**src/rtl/tlt_pkg.sv**
```systemverilog
package tlt_pkg;
  typedef enum logic [1:0] {
    ST_IDLE = 2'd0,
    ST_TX   = 2'd1,
    ST_WB   = 2'd2
  } tlt_state_e;
endpackage

```
**src/rtl/tlt_ctrl.sv**
```systemverilog
module tlt_ctrl
  import tlt_pkg::*;
(
  input  logic clk,
  input  logic rst_n,
  input  logic tx_begin,
  input  logic tx_commit,
  input  logic tx_abort,
  input  logic irq_evt,
  input  logic ovf_any,
  input  logic wb_last,
  output logic tx_active,
  output logic busy,
  output logic do_commit,
  output logic do_abort,
  output logic trk_en
);
  tlt_state_e st_q, st_d;

  assign tx_active = (st_q == ST_TX);
  assign busy      = (st_q == ST_WB);
  assign do_abort  = tx_active & (tx_abort | irq_evt);
  assign do_commit = tx_active & tx_commit & ~do_abort;
  assign trk_en    = tx_active & ~do_abort & ~do_commit;

  always_comb begin
    st_d = st_q;
    unique case (st_q)
      ST_IDLE: if (tx_begin) st_d = ST_TX;
      ST_TX: begin
        if (do_abort)       st_d = ST_IDLE;
        else if (do_commit) st_d = ovf_any ? ST_WB : ST_IDLE;
      end
      ST_WB:   if (wb_last) st_d = ST_IDLE;
      default: st_d = ST_IDLE;
    endcase
  end

  always_ff @(posedge clk) begin
    if (!rst_n) st_q <= ST_IDLE;
    else        st_q <= st_d;
  end
endmodule

```
**src/rtl/tlt_line_array.sv**
```systemverilog
module tlt_line_array #(
  parameter int NUM_SETS = 8,
  parameter int TAG_W    = 4,
  localparam int IDX_W   = $clog2(NUM_SETS)
) (
  input  logic                           clk,
  input  logic                           rst_n,
  input  logic                           trk_en,
  input  logic                           do_commit,
  input  logic                           do_abort,
  input  logic                           acc_valid,
  input  logic [IDX_W-1:0]               acc_idx,
  input  logic [TAG_W-1:0]               acc_tag,
  input  logic                           ev_valid,
  input  logic [IDX_W-1:0]               ev_idx,
  input  logic [NUM_SETS-1:0]            wb_clr,
  output logic [NUM_SETS-1:0]            vld_vec,
  output logic [NUM_SETS-1:0]            t_vec,
  output logic [NUM_SETS-1:0]            o_vec,
  output logic [NUM_SETS-1:0][TAG_W-1:0] tag_vec
);
  for (genvar s = 0; s < NUM_SETS; s++) begin : g_set
    logic acc_here, ev_here;
    assign acc_here = acc_valid && (acc_idx == IDX_W'(s));
    assign ev_here  = ev_valid  && (ev_idx  == IDX_W'(s));

    always_ff @(posedge clk) begin
      if (!rst_n) begin
        vld_vec[s] <= 1'b0;
        t_vec[s]   <= 1'b0;
        o_vec[s]   <= 1'b0;
        tag_vec[s] <= '0;
      end else if (do_abort) begin
        if (t_vec[s]) vld_vec[s] <= 1'b0;
        t_vec[s] <= 1'b0;
        o_vec[s] <= 1'b0;
      end else begin
        if (do_commit) t_vec[s] <= 1'b0;
        if (ev_here) begin
          vld_vec[s] <= 1'b0;
          t_vec[s]   <= 1'b0;
          if (t_vec[s] && trk_en) o_vec[s] <= 1'b1;
        end
        if (acc_here) begin
          vld_vec[s] <= 1'b1;
          tag_vec[s] <= acc_tag;
          if (trk_en) t_vec[s] <= 1'b1;
        end
        if (wb_clr[s]) o_vec[s] <= 1'b0;
      end
    end
  end
endmodule

```
**src/rtl/tlt_ovf_picker.sv**
```systemverilog
module tlt_ovf_picker #(
  parameter int NUM_SETS = 8,
  localparam int IDX_W   = $clog2(NUM_SETS)
) (
  input  logic [NUM_SETS-1:0] o_vec,
  output logic                any,
  output logic [IDX_W-1:0]    idx,
  output logic [NUM_SETS-1:0] onehot,
  output logic                more
);
  always_comb begin
    idx    = '0;
    onehot = '0;
    for (int i = NUM_SETS - 1; i >= 0; i--) begin
      if (o_vec[i]) begin
        idx    = IDX_W'(i);
        onehot = NUM_SETS'(1) << i;
      end
    end
  end
  assign any  = |o_vec;
  assign more = |(o_vec & ~onehot);
endmodule

```
**src/rtl/tx_line_tracker.sv**
```systemverilog
module tx_line_tracker #(
  parameter int NUM_SETS = 8,
  parameter int TAG_W    = 4,
  localparam int IDX_W   = $clog2(NUM_SETS),
  localparam int ADDR_W  = TAG_W + IDX_W
) (
  input  logic              clk,
  input  logic              rst_n,
  input  logic              tx_begin,
  input  logic              tx_commit,
  input  logic              tx_abort,
  input  logic              irq_evt,
  input  logic              acc_valid,
  input  logic [ADDR_W-1:0] acc_addr,
  input  logic              evict_valid,
  input  logic [IDX_W-1:0]  evict_idx,
  input  logic              snoop_valid,
  input  logic [ADDR_W-1:0] snoop_addr,
  input  logic              wb_ready,
  output logic              tx_active,
  output logic              busy,
  output logic              acc_hit,
  output logic              mem_check,
  output logic              evict_ovf,
  output logic              conflict,
  output logic              wb_valid,
  output logic [IDX_W-1:0]  wb_idx
);
  logic do_commit, do_abort, trk_en;
  logic ovf_any, ovf_more, wb_fire, wb_last;
  logic [NUM_SETS-1:0] vld_vec, t_vec, o_vec, pick_oh, wb_clr;
  logic [NUM_SETS-1:0][TAG_W-1:0] tag_vec;

  logic [IDX_W-1:0] a_idx, s_idx;
  logic [TAG_W-1:0] a_tag, s_tag;
  assign a_idx = acc_addr[IDX_W-1:0];
  assign a_tag = acc_addr[ADDR_W-1:IDX_W];
  assign s_idx = snoop_addr[IDX_W-1:0];
  assign s_tag = snoop_addr[ADDR_W-1:IDX_W];

  tlt_ctrl u_ctrl (
    .clk       (clk),
    .rst_n     (rst_n),
    .tx_begin  (tx_begin),
    .tx_commit (tx_commit),
    .tx_abort  (tx_abort),
    .irq_evt   (irq_evt),
    .ovf_any   (ovf_any),
    .wb_last   (wb_last),
    .tx_active (tx_active),
    .busy      (busy),
    .do_commit (do_commit),
    .do_abort  (do_abort),
    .trk_en    (trk_en)
  );

  tlt_line_array #(.NUM_SETS(NUM_SETS), .TAG_W(TAG_W)) u_lines (
    .clk       (clk),
    .rst_n     (rst_n),
    .trk_en    (trk_en),
    .do_commit (do_commit),
    .do_abort  (do_abort),
    .acc_valid (acc_valid),
    .acc_idx   (a_idx),
    .acc_tag   (a_tag),
    .ev_valid  (evict_valid),
    .ev_idx    (evict_idx),
    .wb_clr    (wb_clr),
    .vld_vec   (vld_vec),
    .t_vec     (t_vec),
    .o_vec     (o_vec),
    .tag_vec   (tag_vec)
  );

  tlt_ovf_picker #(.NUM_SETS(NUM_SETS)) u_pick (
    .o_vec  (o_vec),
    .any    (ovf_any),
    .idx    (wb_idx),
    .onehot (pick_oh),
    .more   (ovf_more)
  );

  assign wb_valid = busy & ovf_any;
  assign wb_fire  = wb_valid & wb_ready;
  assign wb_clr   = wb_fire ? pick_oh : '0;
  assign wb_last  = wb_fire & ~ovf_more;

  assign acc_hit   = acc_valid & vld_vec[a_idx] & (tag_vec[a_idx] == a_tag);
  assign mem_check = acc_valid & o_vec[a_idx];
  assign evict_ovf = evict_valid & trk_en & t_vec[evict_idx];
  assign conflict  = snoop_valid & vld_vec[s_idx] & t_vec[s_idx] &
                     (tag_vec[s_idx] == s_tag);
endmodule

```
**config.mk**
```make
export PLATFORM = sky130hd
export DESIGN_NAME = tx_line_tracker
export DESIGN_NICKNAME = d
export VERILOG_FILES = /design/src/rtl/tlt_pkg.sv /design/src/rtl/tlt_ctrl.sv /design/src/rtl/tlt_line_array.sv /design/src/rtl/tlt_ovf_picker.sv /design/src/rtl/tx_line_tracker.sv
export SDC_FILE = /design/constraint.sdc
export NUM_CORES = 1
export LEC_CHECK = 0
export ABC_AREA = 1
export BUFFER_PORTS_ARGS = -buffer_cell sky130_fd_sc_hd__buf_2
export CORE_MARGIN = 4
export CORE_UTILIZATION = 53
export CTS_BUF_LIST = sky130_fd_sc_hd__clkbuf_4
export DETAILED_ROUTE_END_ITERATION = 7
export PLACE_DENSITY = 0.73
export SETUP_SLACK_MARGIN = 0.15
export SLEW_MARGIN = 40
export SYNTH_ARGS = -nofsm -noshare
export SYNTH_HDL_FRONTEND = slang
export SYNTH_SLANG_ARGS = --single-unit
```
**constraint.sdc**
```tcl
create_clock -name clk -period 1.74 [get_ports clk]
set_input_delay 0.261 -clock clk [delete_from_list [all_inputs] [get_ports clk]]
set_output_delay 0.261 -clock clk [all_outputs]
set_load 0.05 [all_outputs]
```
==> After elaboration in Yosys (flattened, before gate mapping) <==
Cells that the tools add are included.
{ "totals": {"regBits": 58, "input_bits": 27, "out_inout_bits": 10, "wordCells": 260} }
{ "op_classes": {"magnitude_cmp": 3, "eq_ne": 29, "mux": 101, "bitwise": 23, "reduce_logical": 71} }
{ "op_table": {"columns": ["cell", "n"], "rows": [
  ["$mux 8", 9],
  ["$mux 1", 69],
  ["$reduce_and 2->1", 24],
  ["$bmux 4 s3", 2],
  ["$eq 3x3->1 const B", 8],
  ["$logic_and 1x1->1", 24],
  ["$mux 3", 8],
  ["$reduce_bool 3->1", 8],
  ["$reduce_or 3->1", 8],
  ["$ne 2x1->1 const B", 9],
  ["$and 1x1->1", 16],
  ["$reduce_or 8->1", 2],
  ["$bmux 1 s3", 5],
  ["$eq 3x2->1 const B", 4],
  ["$lt 3x4->1 const B", 3],
  ["$mux 2", 5],
  ["$and 8x8->8", 1],
  ["$eq 4x4->1", 2],
  ["$mux 4", 2],
  ["$not 8->8", 1],
  ["$eq 3x1->1 const B", 2],
  ["$logic_not 3->1", 2],
  ["$pmux 2 s3", 1],
  ["$not 1->1", 4],
  ["8 further kinds", 8]
]} }

==> Logic depth before layout (Yosys ltp) <==
Gate-level depths: netlist of the first run.
{ "logic_depth": {"word_depth": 15, "depth_mapped": 12, "mapped_depth_nobuf": 11} }

==> Modules after synthesis <==
From an unflattened synthesis of the first run, not the netlist that was laid out.
{ "unflattened": {"hier_cells": 729, "area_unflattened_um2": 4316.6} }
{ "modules_own_cells": {"columns": ["module", "instances", "cells_per_inst", "area_per_inst_um2", "seq_area_each_um2"], "rows": [
  ["tlt_line_array", 1, 381, 2637.5, 1121.1],
  ["tx_line_tracker", 1, 278, 1315.0, 0.0],
  ["tlt_ovf_picker", 1, 45, 210.2, 0.0],
  ["tlt_ctrl", 1, 25, 153.9, 40.0]
]} }

==> Worst setup path after synthesis of the first run <==
Ideal clock, no wire load.
{ "synth_timing": {"kind": "reg2out", "startpoint": "register u_ctrl.st_q[0]", "endpoint": "output evict_ovf", "arrival_ps": 2553, "required_ps": 1479, "path_slack_ps": -1074, "path_stages_with_launch": 8, "n_path_buf": 1, "path_cell_list": "dfxtp_1 inv_1 nor2_2 nand3_1 nor2_1 buf_4 nand2_1 a211oi_1"} }
{ "synth_between": {"elab_chain_len": 8, "word_cells_on_any_way": 10, "classes_between": "1 x eq/ne; 9 x bitwise"} }
{ "synth_lines": {"columns": ["item", "line", "text"], "rows": [
  ["start, declared", "tlt_ctrl.sv:18", "tlt_state_e st_q, st_d;"],
  ["start signal, assigned", "tlt_ctrl.sv:41", "else st_q <= st_d;"],
  ["$eq 2x1->1 (*)", "tlt_ctrl.sv:20", "assign tx_active = (st_q == ST_TX);"],
  ["via tx_active", "tx_line_tracker.sv:20", "output logic tx_active,"],
  ["$and 1x1->1", "tlt_ctrl.sv:22", "assign do_abort = tx_active & (tx_abort | irq_evt);"],
  ["$not 1->1 (no line)", null, null],
  ["$and 1x1->1", "tlt_ctrl.sv:23", "assign do_commit = tx_active & tx_commit & ~do_abort;"],
  ["$not 1->1", "tlt_ctrl.sv:24", "assign trk_en = tx_active & ~do_abort & ~do_commit;"],
  ["$and 1x1->1 (*)", "tlt_ctrl.sv:24", null],
  ["$and 1x1->1 (*) (2 in a row)", "tx_line_tracker.sv:90", "assign evict_ovf = evict_valid & trk_en & t_vec[evict_idx];"],
  ["end, declared", "tx_line_tracker.sv:24", "output logic evict_ovf,"]
]} }
Mark *: on every way through the listed nets, which the timed path passes. The rest lies on a longest branch.

==> Final worst setup path of the first run <==
{ "layout_timing": {"startpoint": "register u_lines.tag_vec[25] (netlist bit)", "endpoint": "output conflict"} }
{ "layout_between": {"elab_chain_len": 4} }
{ "layout_lines": {"columns": ["item", "line", "text"], "rows": [
  ["start, declared", "tlt_line_array.sv:20", "output logic [NUM_SETS-1:0][TAG_W-1:0] tag_vec"],
  ["start signal, assigned by index", "tlt_line_array.sv:46", "tag_vec[s] <= acc_tag;"],
  ["$bmux 4 s3", "tx_line_tracker.sv:92", "(tag_vec[s_idx] == s_tag);"],
  ["$mux 4 (implied by the code)", "tx_line_tracker.sv:92", null],
  ["$eq 4x4->1", "tx_line_tracker.sv:92", null],
  ["$and 1x1->1", "tx_line_tracker.sv:91", "assign conflict = snoop_valid & vld_vec[s_idx] & t_vec[s_idx] &"],
  ["end, declared", "tx_line_tracker.sv:25", "output logic conflict,"]
]} }
Every way passes these cells. The select of a mux whose other input is x is not followed.

==> results.txt, run 1 <==
* Clock transition at the registers of the reported paths: roughly 0.10 ns
- Die W: between 90 and 100 microns
- Yosys printed 0 warnings.
- Layout overhead on the synthesized area: 30.1%
* Pin count of the biggest net entering global routing: 33
* Area of the die: between 0.008 and 0.009 sq mm
* Largest family of logic cells by synthesized area: simple AND/OR/NAND/NOR gates
- TritonCTS built the clock tree.
- Crit-path most repeated cell: sky130_fd_sc_hd__nand2_1
- Antenna-violating nets left: 0
- In the final layout, the share of cells above drive strength 1 is 35.0%.
* Path class of the lowest-slack min-delay path: input port to flip-flop
- Leakage power of the design: around 0.0021 uW
* Cell type with the highest aggregate area in the netlist: sky130_fd_sc_hd__dfxtp_1
- Critical path data required time: roughly 1.5 ns
* H-tree levels: 3
* Total half-perimeter wirelength after legalization and detailed placement: around 8400 microns
- Measured against the total synthesized area, the mux share comes to 0%.
* Insertion delay to the later sink of the worst-skew pair: about 0.41 ns
- Synthesis instantiated 30 different standard cells from the library.
- Fin. Hold Viols: 0
- Max Cap Violations: 0
* Average footprint of a synthesized cell: between 6 and 7 sq um
* TritonCTS sink count: a little under 60
- The first global-routing pass estimated 18400 microns of wire.
* Boundary pin count: 37
- Of the total synthesized cell area, the portion taken by full adders, half adders and majority gates is 0%.
- Violations in the final reports: setup timing
* Sequential fraction of the synthesis area: between 30% and 40%
- After detailed placement, the total cell area comes to slightly above 0.004 sq mm.
* Worst relative slew slack: between 70% and 80%
- Simple logic cell fraction of the synthesized area: 34.9%
- Fraction of synthesis flops using an asynchronous set or reset pin: 0%
- CP Launch Type: flip-flop
* Most used routing layer: met2
* Initial antenna violation count: 0
* Most used DFF post-synth: sky130_fd_sc_hd__dfxtp_1
- The library cell used most frequently in the layout, excluding fill and tap cells, is sky130_fd_sc_hd__nand2_1.
* Post-route worst hold slack: 0.127 ns
- After detailed routing, the number of remaining DRC violations is 0.
- Worst Setup Slack, final: -0.196 ns
* Maximum achievable frequency: 516 MHz
* Die Ht: 90.3 microns
- Initial DRC count: just under 300
- Routed len/inst: around 16 microns
- Slowest stage cell on the critical path: sky130_fd_sc_hd__dfxtp_1
* Synthesized net count: 619
- Data arrival time at the worst-slack endpoint: approximately 1.7 ns
* Reg-to-reg setup timing slack: approximately 0.19 ns
- Final worst clock skew: roughly 0.012 ns
* Vias per std cell: 5.75
- The congestion estimate from routability-driven global placement came to around 0.93.
- In this design, the stage delay of the slowest critical-path cell is approximately 0.35 ns.
- At the pin with the least slew margin, the transition time is 0.371 ns.
* Instance count of the mapped netlist: 592
* Post-route standard cell area excluding fillers: between 0.004 and 0.005 sq mm
* Via count of the first global-routing pass: about 4000
- In the post-synthesis netlist, the biggest area contributors are sky130_fd_sc_hd__dfxtp_1 (32%), sky130_fd_sc_hd__nand2_1 (19%), sky130_fd_sc_hd__a21oi_1 (7.4%).
- Ant diodes: 0
* Total via count after detailed routing: around 4300
- Worst voltage drop across the vdd grid: 0.000363 V
* Power density over the cells: ~600 mW/mm^2
* Met1 Use GR: a little under a third
- Setup-failing EPs final: 3
- Met2 track demand over resource in global routing: ~49%
- Ordered cell list for the critical path: nor2_1, nor2_1, nand2_1, nand3_2, nand2_1, nand2_1, nand2_1, nand3_2, nor2_4, buf_6
- Counting flops and latches in the post-synthesis netlist gives 58.
- The core region is roughly 0.0065 sq mm.
* Area share of xor/xnor cells in the synthesized design: 0%
- Synth top area share: between 30 and 40%
* Count of flip-flops with a built-in enable after synthesis: 0
- The mapped netlist covers around 0.0036 sq mm.
* Starting density of the core: between 50% and 60%
- Worst-case clock buffer depth: 2
* Global-route track usage on met3: 6.25%
* Crit end category: output pin
- After detailed routing, the total wire length is about 12000 microns.
* Worst reg2reg path startpoint: u_lines.o_vec[4]
* Fill cell total of the finished layout: between 500 and 600
- Setup Crit Path Kind: flip-flop to output pin
- Compound-cell area share of the yosys netlist: 22.4%
- Buffers placed on the I/O ports in this run total 36.
* Startpoint of the worst setup timing path: u_lines.tag_vec[25]
- The run finished, with violations left.
- The worst hold path begins at tx_begin.
* Remaining global-route overflow: 0
- Global routing consumed, over all layers together, approximately 28% of the routing resources.
- The floorplan has 29 rows.
* Post-layout minimum cycle time: ~1.9 ns
* Share of the clock period used by the worst path after layout: 111%
- Crit Path Max Fanout: 3
* Commonest non-fill, non-tap cells in the layout: sky130_fd_sc_hd__nand2_1 (169), sky130_fd_sc_hd__nor2_1 (50), sky130_fd_sc_hd__a21oi_1 (50)
- The first detailed-routing pass ran for 5 iterations.
* Count of final max-slew check failures: 0
- The root buffer cell chosen for the clock tree is sky130_fd_sc_hd__clkbuf_4.
* RSZ-0062 raised after global routing: true
- Clock buffer count from CTS: 9
- In the final design database the tool counted 697 nets.
## kinds of logic after synthesis
kind of cell / Yosys count
compound gates: 146
buf+inv: 83
flops: 58
simple gates: 305
## area by class of cell
type | instances | area, sq um | area share [%]
Sequential cell | 58 | 1230 | 26.4
Clock buffer | 12 | 90.1 | 1.93
Timing Repair Buffer | 88 | 676 | 14.5
Tap cell | 77 | 96.3 | 2.06
Multi-Input combinational cell | 451 | 2310 | 49.4
Clock inverter | 4 | 18.8 | 0.402
Inverter | 62 | 248 | 5.31
## Yosys cell counts, types with 6 or more instances
| cell | count |
|---|---|
| sky130_fd_sc_hd__o21ai_1 | 29 |
| sky130_fd_sc_hd__nor2_2 | 6 |
| sky130_fd_sc_hd__nand2_1 | 182 |
| sky130_fd_sc_hd__inv_1 | 43 |
| sky130_fd_sc_hd__dfxtp_1 | 58 |
| sky130_fd_sc_hd__buf_2 | 8 |
| sky130_fd_sc_hd__inv_2 | 16 |
| sky130_fd_sc_hd__o21ai_0 | 41 |
| sky130_fd_sc_hd__a21oi_1 | 53 |
| sky130_fd_sc_hd__nor2_1 | 65 |
| sky130_fd_sc_hd__nand3_1 | 36 |
| sky130_fd_sc_hd__buf_4 | 6 |
## repair_timing
item,4_1_cts,5_1_grt
buffers inserted,11,4
endpoints found under the setup margin,9,21
hold buffers,0,0
cloned,0,2
pin swaps,21,24
gates resized for setup,84,63
## path summary, 6_finish.rpt
check / cells after the start / end
worst max-delay path: 10 / conflict
worst min-delay path: 3 / u_ctrl.st_q[0]
worst max register to register: 11 / u_ctrl.st_q[1]
worst min register to register: 2 / u_lines.tag_vec[23]
## state kept, by name, summed over array words and instances, names as in the netlist
signal / count
u_lines.t_vec: 8
u_lines.o_vec: 8
u_ctrl.st_q: 2
u_lines.tag_vec: 32
u_lines.vld_vec: 8
## routing by layer
layer / wire length, microns / share of wire [%]
met1: 4670 / 39
met2: 5940 / 50
met3: 684 / 5.8
met5: 0 / 0
met4: 564 / 4.8
## through the flow
stage	instances	worst slack (ns)	total power (uW)	util (%)	TNS, ns
floorplan	592	-0.141	1750	-	-0.141
global placement	719	-0.0901	1910	63.1	-0.151
detailed placement	719	-0.113	1920	63.1	-0.201
CTS	746	-0.164	2740	68.6	-0.405
global route	752	-0.303	2910	72.3	-0.840
finish	752	-0.196	2780	72.3	-0.451
## worst max-delay path, delay by kind of cell (launching register included)
kind / cells / cell delay [ns]
AND/OR/NAND/NOR: 9 / 0.76
flip-flops: 1 / 0.35
buffers and inverters: 1 / 0.16
## report_power, final
group | leakage (uW) | switching (uW) | internal (uW)
clock network | 0.0000685 | 507 | 331
registers | 0.000492 | 31.0 | 1350
logic | 0.00152 | 358 | 204
total | 0.00208 | 896 | 1890
Note: power is estimated with default switching activity, not from simulation.
==> run 2: changes to the inputs <==
--- a/config.mk
+++ b/config.mk
@@ -8,10 +8,10 @@
 export ABC_AREA = 1
 export BUFFER_PORTS_ARGS = -buffer_cell sky130_fd_sc_hd__buf_2
 export CORE_MARGIN = 4
-export CORE_UTILIZATION = 53
+export CORE_UTILIZATION = 34
 export CTS_BUF_LIST = sky130_fd_sc_hd__clkbuf_4
 export DETAILED_ROUTE_END_ITERATION = 7
-export PLACE_DENSITY = 0.73
+export PLACE_DENSITY = 0.63
 export SETUP_SLACK_MARGIN = 0.15
 export SLEW_MARGIN = 40
 export SYNTH_ARGS = -nofsm -noshare
==> run 2 against run 1 <==
The flow still finishes with violations (setup timing); critical path type unchanged; worst hold slack got worse by 0.044 ns; combinational power decreased by 4.4%; wire length grew 1.3%; largest cell class unchanged.
==> results.txt, run 2 (same netlist as run 1, synthesis figures left out) <==
- The count of input and output buffers is 36 (unchanged).
- Remaining global-route overflow: 0 (unchanged)
* Crit Path Max Fanout: 2 (-1)
- Worst-case clock buffer depth: 2 (unchanged)
- On the critical path the largest part of the delay comes from simple AND/OR/NAND/NOR gates.
* Switching share of total power: 30.2% (-1.9 points)
- Via count of the first global-routing pass: 3985 (+0.71%)
* Final Routed Wirelength: 12000 microns (+1.3%)
- DRC: 0 (unchanged)
- Total chip power: 3030 uW (+9.0%)
* Clock group share of total power: 36.6% (+6.5 points)
* GRT Total Usage: 19.3% (-8.5 points)
- The buffers plus inverters on the worst setup path came to 2 (+1).
* Boundary pin count: 37 (unchanged)
- The final clock period utilization by the worst path came to 111% (about the same).
* Vias per std cell: 5.19 (-9.8%)
* H-tree levels: 3 (unchanged)
- The switching power total is 917 uW (+2.4%).
* Crit-path most repeated cell: sky130_fd_sc_hd__nand2_1
- The post-placement worst setup slack came to -0.164 ns (-0.0513 ns).
- The internal power summed over all cells is 2120 uW (+12%).
* Detailed-router iteration count before antenna repair: 5 (unchanged)
- The via count was 4169 (-3.5%).
* Power density over the cells: 653 mW/mm^2 (+9.5%)
* Max Cap Violations: 0 (unchanged)
- Worst Setup Slack, final: -0.197 ns (-0.000428 ns)
- CTS tree: done
- Post-route worst hold slack: 0.0832 ns (-0.0442 ns)
- The signal arrival time at the worst endpoint came to 1.68 ns (about the same).
- Insertion delay to the later sink of the worst-skew pair: 0.43 ns (+0.02 ns)
- Row count: 37 (+28%)
- The quantity of hold-fixing buffers added after cts is 0 (unchanged).
- Post-layout minimum cycle time: 1.94 ns (+0.000428 ns)
* Antenna-violating nets left: 0 (unchanged)
* Routed len/inst: 14.9 microns (-5.3%)
- Clock transition at the registers of the reported paths: 0.12 ns (+0.02 ns)
* Maximum achievable frequency: 516 MHz (about the same)
- Setup Crit Path Kind: flip-flop to output pin
- The root buffer cell chosen for the clock tree is sky130_fd_sc_hd__clkbuf_4.
- The part of the total power dissipated in combinational logic is 17.7% (-2.5 points).
* Fill cell total of the finished layout: 1131 (+110%)
* Seq pwr share: 45.8% (-3.9 points)
- The area inside the core boundary was 0.0103 sq mm (+60%).
- Ordered cell list for the critical path: inv_2, o21ai_1, nand2_1, nand2_1, nand2_1, nand2_1, nand2_1, nor2_2, nand2_2, nor2_4, buf_8
* Tightest Pin Transition: 0.434 ns (+0.0638 ns)
* Worst voltage drop across the vdd grid: 0.000341 V (-6.0%)
- CP Launch Type: flip-flop
- Slowest stage cell on the critical path: sky130_fd_sc_hd__dfxtp_2
* Largest register FFs: 32 (unchanged)
- The final setup violation count is 3 (unchanged).
- Worst relative slew slack: 70.9% (-4.3 points)
* Area of the die: 0.0123 sq mm (+50%)
- The estimated wirelength of the detail-placed design came to 8700 microns (+3.8%).
- Wire length of the first global-routing pass: 19500 microns (+5.7%)
- Status: finished with violations
- Initial DRC count: 244 (-17%)
* Pin count of the biggest net entering global routing: 34 (+3.0%)
* Layout overhead on the synthesized area: 29.5%
* CP peak stage delay: 0.35 ns (about the same)
- The final count of pins violating max slew is 0 (unchanged).
- The starting density of the core came to 34.8% (-21 points).
- The fraction of layout instances using a drive strength above 1 was 32.5% (-2.5 points).
- The worst endpoint required time is 1.48 ns (about the same).
- RSZ-0062 raised after global routing: true
* Clock buffer count from CTS: 9 (unchanged)
* Register containing the most flip-flops in the final layout: u_lines.tag_vec
- The checks that failed: setup timing.
- Ant diodes: 0 (unchanged)
* Fin. Hold Viols: 0 (unchanged)
* Initial antenna violation count: 0 (unchanged)
- The standby leakage power was 0.00204 uW (-1.9%).
- TritonCTS sink count: 58 (unchanged)
- Commonest non-fill, non-tap cells in the layout: sky130_fd_sc_hd__nand2_1 (171), sky130_fd_sc_hd__nor2_1 (53), sky130_fd_sc_hd__a21oi_1 (49)
- Post-layout nets: 690 (-1.0%)
- RD Place Congestion: 0.912 (-1.9%)
- The horizontal die dimension came to 111 microns (+23%).
- Leaving out fill and tap cells, the most frequent cell in the layout is sky130_fd_sc_hd__nand2_1.
* Final worst clock skew: 0.0183 ns (+0.00626 ns)
- Die Ht: 111 microns (+23%)
- Path class of the lowest-slack min-delay path: input port to flip-flop
* Crit end category: output pin
## run 2: cell count changes in the layout (fill, tap and decap cells not counted), moves of 3 or more
| cell | before | now |
|---|---|---|
| sky130_fd_sc_hd__dfxtp_4 | 9 | 5 |
| sky130_fd_sc_hd__dfxtp_1 | 18 | 23 |
| sky130_fd_sc_hd__nand3_2 | 5 | 8 |
| sky130_fd_sc_hd__clkbuf_4 | 13 | 10 |
| sky130_fd_sc_hd__buf_4 | 45 | 40 |
| sky130_fd_sc_hd__nor2_2 | 10 | 7 |
| sky130_fd_sc_hd__o22ai_1 | 2 | 5 |
| sky130_fd_sc_hd__inv_4 | 6 | 2 |
| sky130_fd_sc_hd__nor2_1 | 50 | 53 |
## run 2: final timing paths
kind	cells past startpoint	to	startpoint	slack, ns
worst min register to register	2	u_lines.tag_vec[18]	u_lines.tag_vec[18]	0.47
worst min-delay path	3	u_ctrl.st_q[0]	tx_begin	0.08
worst max register to register	8	u_lines.o_vec[2]	u_ctrl.st_q[0]	0.24
worst max-delay path	11	acc_hit	u_lines.vld_vec[0]	-0.20
## run 2: layer usage
| layer | track usage (%) | up-vias | routed length [microns] |
|---|---|---|---|
| li1 | - | 2085 | - |
| met1 | 24.3 | 1914 | 5080 |
| met2 | 33.3 | 152 | 5910 |
| met3 | 4.04 | 18 | 830 |
| met4 | 5.42 | 0 | 184 |
| met5 | 0 | - | 0 |
## run 2: per-stage QoR
step	std cells	setup TNS [ns]	area [sq um]	util [%]
final	804	-0.421	4650	45.0
after floorplan	592	-0.141	3680	-
after global routing	804	-1.03	4650	45.0
after detailed placement	774	-0.269	4110	39.8
after CTS	798	-0.468	4520	43.7
after global placement	774	-0.258	4110	39.8
## run 2: area by class of cell
cell class	instances	area, sq um	share of cell area [%]
clock buffers	9	67.6	1.45
well taps	136	170	3.66
repair buffers	81	596	12.8
clock inverters	7	83.8	1.80
flip-flops and latches	58	1220	26.2
multi-input cells	451	2270	48.9
inverters	62	238	5.12
## run 2: power groups by stage
stage	sequential [uW]	combinational, uW	clock [uW]
finish	1390	537	1110
global route	1390	597	1190
CTS	1390	513	1120
detailed placement	1420	493	0
global placement	1420	484	0
floorplan	1410	335	0
## run 2: what timing repair did
item	CTS	global route
pin swaps	18	14
setup endpoints to repair	9	19
resized for setup	87	34
hold endpoints to repair	0	0
buffers inserted	8	4
cloned	0	2
## run 2: tightest hold or removal path, delay by kind of cell
kind,cells,cell delay (ns)
AOI/OAI and AO/OA,1,0.06
buffers and inverters,1,0.10
and+or+nand+nor,1,0.06
==> run 3: changes to the inputs <==
--- a/config.mk
+++ b/config.mk
@@ -5,7 +5,6 @@
 export SDC_FILE = /design/constraint.sdc
 export NUM_CORES = 1
 export LEC_CHECK = 0
-export ABC_AREA = 1
 export BUFFER_PORTS_ARGS = -buffer_cell sky130_fd_sc_hd__buf_2
 export CORE_MARGIN = 4
 export CORE_UTILIZATION = 34
==> run 3 against run 2 <==
Die area decreased by 4.2%; the run still ends with setup timing left; wire length shrank 9.3%; global-route usage shrank 0.34 points; area after synthesis decreased by 4.5%; synthesized cell count decreased by 37%; total power fell by 5.4%; via count fell by 18%; sequential power about the same; design area rose by 2.7%; core utilization increased by 3.8 points.
==> results.txt, run 3 <==
- The flow ran to the end, but the final reports show violations.
* Violations in the final reports: setup timing
- The fraction of synthesis flops using an asynchronous set or reset pin was 0% (unchanged).
- Fin. Hold Viols: 0 (unchanged)
- The internal reg-to-reg setup slack was -0.13 ns (-0.37 ns).
- Total half-perimeter wirelength after legalization and detailed placement: 7990 microns (-8.1%)
- Largest register FFs: 32 (unchanged)
- The quantity of hold-fixing buffers added after cts was 0 (unchanged).
* Wire length of the first global-routing pass: 17400 microns (-11%)
- The count of input and output buffers was 36 (unchanged).
- The pin count of the biggest net entering global routing was 41 (+21%).
- Initial DRC count: 258 (+5.7%)
* Detailed-router iteration count before antenna repair: 5 (unchanged)
- Setup repair after global routing could not meet its margin everywhere.
- Fill cell total of the finished layout: 912 (-19%)
- Critical path data required time: 1.48 ns (about the same)
- Initial antenna violation count: 0 (unchanged)
- The arithmetic-cell share of the synthesized area counting full adders, half adders and majority gates was 0.329% (+0.33 points).
- Setup Crit Path Kind: flip-flop to output pin
- Area used by multi-input combinational logic: 0.00222 sq mm (-2.4%)
* Clock root buffer master: sky130_fd_sc_hd__clkbuf_4
- Most used DFF post-synth: sky130_fd_sc_hd__dfxtp_1
* H-tree levels: 3 (unchanged)
- The worst setup path is captured at an output pin.
- The top cell types in the final layout, fill and taps aside, are sky130_fd_sc_hd__buf_4 (64), sky130_fd_sc_hd__mux2i_1 (47), sky130_fd_sc_hd__nor2_1 (40).
- The depth of the worst register-to-register path was 6 (-2).
- The number of nets produced by synthesis is 401 (-35%).
- The area inside the core boundary is 0.00977 sq mm (-5.3%).
- Startpoint of the worst setup timing path: u_lines.tag_vec[12]
- More flip-flops sit in one register than any other, and that register is u_lines.tag_vec.
- Slowest stage cell on the critical path: sky130_fd_sc_hd__mux4_2
- The maximum net fanout on the critical path is 3 (+1).
- The library cell used most frequently in the layout, excluding fill and tap cells, is sky130_fd_sc_hd__buf_4.
- The floorplan die height came to 108 microns (-2.1%).
- The routed via count divided by cell count is 5.58 (+7.7%).
* Leakage power of the design: 0.00194 uW (-4.6%)
* Boundary pin count: 37 (unchanged)
- The horizontal die dimension is 108 microns (-2.1%).
* CTS tree: done
- Sequential fraction of the synthesis area: 33.9% (+1.5 points)
* Ordered cell list for the critical path: mux2i_1, mux4_2, a21oi_1, o2111ai_2, nor3_4, buf_6
- Fraction of layout instances using a drive strength above 1: 46.8% (+14 points)
- Setup TNS after final layout: -2.17 ns (-1.75 ns)
- Synth top area share: 33.9% (+1.5 points)
* Instance count of the mapped netlist: 374 (-37%)
- Tightest Pin Transition: 0.457 ns (+0.0222 ns)
* Final Instance Count excl. Fillers: 614 (-24%)
* CP Launch Type: flip-flop
* Clock buffer count from CTS: 9 (unchanged)
- CP peak stage delay: 0.51 ns (+0.16 ns)
* Compound-cell area share of the yosys netlist: 12.6% (-9.8 points)
- Met2 track demand over resource in global routing: 29.9% (-3.4 points)
* DRC: 0 (unchanged)
- Worst relative slew slack: 69.6% (-1.3 points)
- The count of maximum capacitance violations came to 0 (unchanged).
* Path class of the lowest-slack min-delay path: input port to flip-flop
- By area the synthesized netlist is led by sky130_fd_sc_hd__dfxtp_1 (34%), sky130_fd_sc_hd__mux2i_1 (14%), sky130_fd_sc_hd__mux4_2 (11%).
- Simple logic cell fraction of the synthesized area: 19.6% (-15 points)
- The global-route track usage on met3 is 4.24% (+0.20 points).
- Worst reg2reg path startpoint: u_lines.o_vec[2]
- The full die area is 0.0117 sq mm (-4.2%).
- TritonCTS sink count: 58 (unchanged)
- The total global-route track usage is 18.9% (-0.34 points).
- Count of final max-slew check failures: 0 (unchanged)
- The met1 track demand over resource was 25.1% (+0.87 points).
- Layout overhead on the synthesized area: 39.2%
* Routed len/inst: 17.7 microns (+19%)
- Hold_sp: tx_begin
- Power density over the cells: 602 mW/mm^2 (-7.9%)
* Post-layout minimum cycle time: 2.32 ns (+0.382 ns)
* Final Routed Wirelength: 10900 microns (-9.3%)
* Total via count after detailed routing: 3429 (-18%)
- Count of flip-flops with a built-in enable after synthesis: 0 (unchanged)
- Dominant cell by count in the synthesized netlist: sky130_fd_sc_hd__dfxtp_1
- Multiplexer fraction of the synthesized cell area: 25.5% (+25 points)
* RD Place Congestion: 0.913 (+0.13%)
- Data arrival time at the worst-slack endpoint: 2.06 ns (+0.38 ns)
- The number of different library cells in the post-synthesis netlist came to 52 (+73%).
- The final clock period utilization by the worst path was 133% (+22 points).
* Cell type with the highest aggregate area in the netlist: sky130_fd_sc_hd__dfxtp_1
- Worst flop-to-flop path endpoint: u_ctrl.st_q[1]
- The starting density of the core came to 35.1% (+0.30 points).
- Cell area after synthesis: 0.00343 sq mm (-4.5%)
- The later-pin clock latency in the skew report was 0.41 ns (-0.02 ns).
* Clock transition at the registers of the reported paths: 0.12 ns (about the same)
- The post-route worst setup slack was -0.579 ns (-0.382 ns).
- The total of warnings raised by yosys came to 0 (unchanged).
* Average footprint of a synthesized cell: 9.16 sq um (+51%)
* Maximum achievable frequency: 431 MHz (-16%)
* Worst voltage drop across the vdd grid: 0.000420 V (+23%)
- Largest family of logic cells by synthesized area: multiplexers
- Most used standard cells in the synthesized netlist: sky130_fd_sc_hd__dfxtp_1 (58), sky130_fd_sc_hd__mux2i_1 (49), sky130_fd_sc_hd__nor2_1 (46)
- Row count: 36 (-2.7%)
* Worst setup path endpoint: acc_hit
- The total instance count after detailed placement is 585 (-24%).
* Register bit count reported by yosys: 58 (unchanged)
- The total power consumption of the routed design is 2870 uW (-5.4%).
- Most used routing layer: met2
- The number of antenna repair diodes came to 0 (unchanged).
- Post-placement setup slack: -0.511 ns (-0.347 ns)
- Sequential cell area: 0.00121 sq mm (-0.72%)
- Via count of the first global-routing pass: 3378 (-15%)
- The number of nets in the finished design is 504 (-27%).
- Worst-case clock buffer depth: 2 (unchanged)
- The setup skew after layout is 0.0223 ns (+0.00394 ns).
* Area share of xor/xnor cells in the synthesized design: 1.79% (+1.8 points)
- The final setup violation count came to 8 (+5).
- The post-route antenna net violation count came to 0 (unchanged).
- Remaining global-route overflow: 0 (unchanged)
run 3: changes by cell type after synthesis, moves of 17 or more:
cell                      change
sky130_fd_sc_hd__mux2i_1     +49
sky130_fd_sc_hd__nand2_1    -147
sky130_fd_sc_hd__o21ai_1     -25
sky130_fd_sc_hd__nor2_1      -19
sky130_fd_sc_hd__a21oi_1     -33
sky130_fd_sc_hd__nand3_1     -18
sky130_fd_sc_hd__mux4_2      +17
sky130_fd_sc_hd__o21ai_0     -34
sky130_fd_sc_hd__inv_1       -38
run 3: worst min-delay path by stage:
| stage | endpoint | cells past startpoint |
|---|---|---|
| detailed placement | u_lines.tag_vec[2] | 2 |
| floorplan | u_ctrl.st_q[0] | 2 |
| finish | u_ctrl.st_q[0] | 3 |
| global route | u_ctrl.st_q[0] | 3 |
| global placement | u_lines.tag_vec[2] | 2 |
| CTS | u_ctrl.st_q[0] | 3 |
run 3: cell type report:
cell class              instances  area share (%)
multi-input cells             278            46.5
flip-flops and latches         58            25.3
repair buffers                123            21.0
well taps                     133            3.49
clock inverters                 6            1.73
clock buffers                   9            1.42
inverters                       7           0.551
run 3: kinds of logic (layout without fill, tap and decap cells):
family	count (synthesis)	in the layout
simple gates	139	139
xor+xnor	7	7
mux	66	66
compound gates	65	65
flops	58	58
buf+inv	38	145
fa+ha+maj	1	1
run 3: repair_timing:
action                     4_1_cts  5_1_grt
gates cloned                     0        0
pin swaps                        5        7
setup endpoints to repair       11       37
gates resized for setup         70       34
buffers inserted                 6        8
run 3: worst max-delay path, delay by kind of cell, from the launching register on:
kind                   cells  cell delay, ns
muxes                      2            0.59
DFF                        1            0.37
AOI/OAI and AO/OA          2            0.37
buffers and inverters      1            0.18
and+or+nand+nor            1            0.14
run 3: layer usage:
metal / routed length (microns) / vias up
li1: - / 1578
met1: 4610 / 1662
met2: 5160 / 158
met3: 839 / 31
met4: 278 / 0
met5: 0 / -
run 3: power by group:
group / internal (uW) / switching, uW / total [uW]
clock network: 568 / 526 / 1090
registers: 1350 / 17.5 / 1370
logic: 179 / 233 / 412
run 3: per-stage QoR:
step	cell area, sq um	hold WS, ns	util, %
finish	4770	0.111	48.8
global route	4770	0.114	48.8
CTS	4610	0.0962	47.2
global placement	4230	0.472	43.3
detailed placement	4230	0.473	43.3
floorplan	3540	0.402	-
